File: config.mk
export PLATFORM = sky130hd
export DESIGN_NAME = dptr_bank
export DESIGN_NICKNAME = d
export VERILOG_FILES = /design/src/rtl/dptr_bank.sv
export SDC_FILE = /design/constraint.sdc
export NUM_CORES = 1
export LEC_CHECK = 0
export BUFFER_PORTS_ARGS = -buffer_cell sky130_fd_sc_hd__buf_4
export CORE_AREA = 4 4 98 137
export DETAILED_ROUTE_END_ITERATION = 8
export DIE_AREA = 0 0 102 141
export SKIP_LAST_GASP = 1
export SLEW_MARGIN = 25
export SYNTH_ARGS = -nofsm -noshare
export SYNTH_HDL_FRONTEND = slang
export SYNTH_SLANG_ARGS = --single-unit
File: constraint.sdc
create_clock -name clk -period 3.1 [get_ports clk]
set_clock_uncertainty 0.05 [all_clocks]
set_input_delay 0.62 -clock clk [delete_from_list [all_inputs] [get_ports clk]]
set_output_delay 0.62 -clock clk [all_outputs]
set_load 0.05 [all_outputs]
File: src/rtl/dptr_bank.sv
module dptr_bank #(
  parameter logic [7:0] LO_ADDR     = 8'h82,
  parameter logic [7:0] HI_ADDR     = 8'h83,
  parameter logic [7:0] AUX_ADDR    = 8'hA2,
  parameter logic [7:0] AUX_RO_MASK = 8'h06
) (
  input  logic        clk,
  input  logic        rst_n,
  input  logic [7:0]  sfr_addr,
  input  logic        sfr_wr,
  input  logic [7:0]  sfr_wdata,
  output logic [7:0]  sfr_rdata,
  input  logic        ptr_ld,
  input  logic [15:0] ptr_ld_val,
  input  logic        ptr_inc,
  input  logic        aux_inc,
  output logic [15:0] ptr_out
);
  logic [15:0] dp0, dp1, nxt;
  logic [7:0]  aux_q;

  wire       sel    = aux_q[0];
  wire       lo_wr  = sfr_wr && (sfr_addr == LO_ADDR);
  wire       hi_wr  = sfr_wr && (sfr_addr == HI_ADDR);
  wire       aux_wr = sfr_wr && (sfr_addr == AUX_ADDR);
  wire [7:0] aux_rd = aux_q & ~AUX_RO_MASK;
  wire [7:0] aux_up = aux_rd + 8'd1;

  assign ptr_out = sel ? dp1 : dp0;

  always_comb begin
    nxt = ptr_out;
    if (lo_wr)        nxt[7:0]  = sfr_wdata;
    else if (hi_wr)   nxt[15:8] = sfr_wdata;
    else if (ptr_ld)  nxt       = ptr_ld_val;
    else if (ptr_inc) nxt       = ptr_out + 16'd1;
  end

  always_comb begin
    if (sfr_addr == LO_ADDR)       sfr_rdata = ptr_out[7:0];
    else if (sfr_addr == HI_ADDR)  sfr_rdata = ptr_out[15:8];
    else if (sfr_addr == AUX_ADDR) sfr_rdata = aux_rd;
    else                           sfr_rdata = 8'h00;
  end

  always_ff @(posedge clk) begin
    if (!rst_n) begin
      dp0   <= '0;
      dp1   <= '0;
      aux_q <= '0;
    end else begin
      if (sel) dp1 <= nxt;
      else     dp0 <= nxt;
      if (aux_wr)       aux_q <= sfr_wdata & ~AUX_RO_MASK;
      else if (aux_inc) aux_q <= aux_up & ~AUX_RO_MASK;
    end
  end

  AST_UNSEL0_STABLE: assert property (@(posedge clk) disable iff (!rst_n)
    sel |=> $stable(dp0));
  AST_UNSEL1_STABLE: assert property (@(posedge clk) disable iff (!rst_n)
    !sel |=> $stable(dp1));
  AST_RO_ZERO: assert property (@(posedge clk) disable iff (!rst_n)
    (sfr_addr == AUX_ADDR) |-> ((sfr_rdata & AUX_RO_MASK) == 8'h00));
  AST_INC_WRAP: assert property (@(posedge clk) disable iff (!rst_n)
    (ptr_inc && !ptr_ld && !lo_wr && !hi_wr && !aux_wr && !aux_inc && ptr_out == 16'hFFFF)
    |=> (ptr_out == 16'h0000));
  AST_AUX_TOGGLE: assert property (@(posedge clk) disable iff (!rst_n)
    (aux_inc && !aux_wr) |=> (sel != $past(sel)));
  AST_WR_PRIO: assert property (@(posedge clk) disable iff (!rst_n)
    (lo_wr && (ptr_inc || ptr_ld) && !aux_inc)
    |=> (ptr_out[7:0] == $past(sfr_wdata) && ptr_out[15:8] == $past(ptr_out[15:8])));
endmodule

==> impl_metrics.ini <==
[status]
status = finished clean

[critical_path]
crit_buf_inv = 3
cp_data_arrival_time_ns = 2.05
slowest_stage = mux2i_1
startpoint_type = register
critPathKind = reg -> out
crit_family = buffers and inverters
cp.required_ns = 2.43
critPathMaxStageDelay_ns = 0.54
crit-reg2reg-launch = aux_q[0]
cp_max_fo = 59
ff2ff_setup_slack_ns = 0.49
rr_endpoint = dp1[15]
crit_chain = buf_12 -> mux2i_1 -> inv_1 -> a21oi_1 -> nor2_1 -> buf_4
end_kind = output port
rr_worst_depth = 7

[cells_and_area]
final_nets = 463
drive_above_1_share_pct = 24.7
fin_cells = 575
area_growth_pct = 25.4
antenna-diode-count = 0

[die]
dieWidth_um = 102
core_area_um2 = 12300
die_area_um2 = 14400
rows = 48
io_pins = 62
initial_core_util_pct = 24.6
die_y_um = 141

[place]
post-place-ws_ns = 0.398
gp_congestion = 0.883
place_inst = 567
io_buffers = 61
dp.final_hpwl_mm = 8.20

[power_and_ir_drop]
leakage_nw = 1.48
ir_drop_mv = 0.262
powerDensity_nw_per_um2 = 436
power_w = 0.00164

[logic_synthesis]
synth_top_area_share_pct = 25.3
synth_edf_count = 0
yosysMostFrequentCell = dfxtp_1
ys_top_cells_by_area = dfxtp_1, mux2i_1, o21ai_0, a21oi_1, mux2_2
synth-seq-area-share_pct = 25.3
yosysWarnings = 0
yosysUniqueCellTypes = 64
netlist_instances = 377
ys_seq_elements = 38
synth_area_um2 = 3010
synthArstFlopShare_pct = 0
synth_ff_type = dfxtp_1
syn-num-nets = 416
netlist_top_cells_count = dfxtp_1, nor2_1, o21ai_0
syn_area_per_cell_um2 = 7.98
yosysTopAreaCell = dfxtp_1

[global_routing]
antenna_found_initial = 0
grt_pass1_vias = 3072
track_usage_pct = 15.2
grt_max_degree = 60
grt_pass1_wl_mm = 16.9
grt_overflow_total = 0

[timing]
fmax_ghz = 0.368
setup_viol = 0
rsz0062_at_grt = no
finalHoldViolCount = 0
period_needed_ns = 2.72
maxSlewViolCount = 0
maxSlewHeadroom_pct = 55.2
worst_slew_pin_slew_ns = 0.654
fin_ws_ns = 0.380
period_share_pct = 87.8

[clock_tree]
cts.clk_slew.worst_paths_ns = 0.06
cts_buffers = 5
cts_repair_resize_count = 0
ctsHoldBuffers = 0
ctsRootBufferMaster = clkbuf_16
cts_tree = yes
clk_path_buf_depth = 2
h-tree-depth = 2
cts_sinks = 38
clock_latency_ns = 0.28
cts_setup_buffers = 0

[worst_hold_path]
hp-class = reg -> reg
worstHoldPathCells = 2
min_to = dp0[0]
min_from = dp0[0]

[route]
initialDrtViolationCount = 219
drc = 0
antenna_left = 0
first_pass_iters = 6
drt_wl_total_mm = 10.8
via_per_inst = 5.57
wire_per_inst_um = 18.8
num_vias = 3200

[flow_run]
drv_cap = 0
==> through the flow <==
stage / setup TNS (ns) / cell area (um^2) / hold WS [ns] / utilization (%)
2_1_floorplan: -0.203 / 3020 / 0.412 / -
3_3_place_gp: 0 / 3610 / 0.449 / 29.5
3_5_place_dp: 0 / 3610 / 0.455 / 29.5
4_1_cts: 0 / 3770 / 0.467 / 30.8
5_1_grt: 0 / 3770 / 0.505 / 30.8
6_report: 0 / 3770 / 0.462 / 30.8
==> report_power, final <==
group          internal, W  leakage (nW)  switching [W]
logic             0.000182          1.09       0.000319
clock network     0.000380        0.0781       0.000198
registers         0.000529         0.312      0.0000367
total              0.00109          1.48       0.000553
==> routing by layer <==
metal / part of all wire (%) / track usage [%] / vias up
li1: - / - / 1527
met1: 38 / 17.3 / 1527
met2: 52 / 26.6 / 119
met3: 5.2 / 2.23 / 27
met4: 5.2 / 8.50 / 0
met5: 0 / 0 / -
==> worst max-delay path by stage <==
stage | start | end | slack, ns | cells past startpoint
3_5_place_dp | sfr_addr[3] | sfr_rdata[1] | 0.40 | 6
6_report | aux_q[0] | sfr_rdata[3] | 0.38 | 6
3_3_place_gp | sfr_addr[3] | sfr_rdata[1] | 0.40 | 6
4_1_cts | aux_q[0] | sfr_rdata[3] | 0.38 | 6
2_1_floorplan | sfr_addr[3] | sfr_rdata[1] | -0.10 | 4
5_1_grt | aux_q[0] | sfr_rdata[6] | 0.20 | 8
==> worst register-to-register path, stage by stage (launching register included) <==
cell	delay (ns)
dfxtp_2	0.40
buf_12	0.28
mux2i_1	0.64
inv_1	0.18
o21ai_1	0.34
nor4_1	0.16
mux2i_1	0.18
a32o_1	0.27
==> cell type report <==
cell class                      count  area, um^2
Clock buffer                        7         133
Clock inverter                      1        30.0
Fill cell                        1362        8480
Inverter                           12        50.0
Multi-Input combinational cell    299        2090
Sequential cell                    38         762
Tap cell                          150         188
Timing Repair Buffer               68         523
==> flip-flops by register name, indices dropped and copies added (netlist names) <==
signal  flops
aux_q       6
dp0        16
dp1        16
==> cell usage in the layout (no fill, tap or decap), types with 5 or more instances in the layout <==
master     count
buf_4         67
dfxtp_1       37
nor2_1        30
o21ai_0       28
a21oi_1       27
mux2i_1       22
nand3_1       22
nor2b_1       17
and3_1        14
nand2_1       13
a31oi_1       12
inv_1         11
mux2_2        10
nand2b_1       8
nor3_1         8
o31ai_1        8
o31a_1         5
a31o_2         5
clkbuf_16      5
==> cells by family (layout without fill, tap and decap cells) <==
group,Yosys count,in the layout,synth area share (%)
xor gates and xnor gates,1,1,0.291
and+or+nand+nor,143,143,27.6
AOI/OAI and AO/OA,120,120,28.2
muxes,34,34,12.3
DFF,38,38,25.3
adders and majority gates,1,1,0.416
buffers and inverters,40,88,5.91
Power figures use the tool's default switching activity.
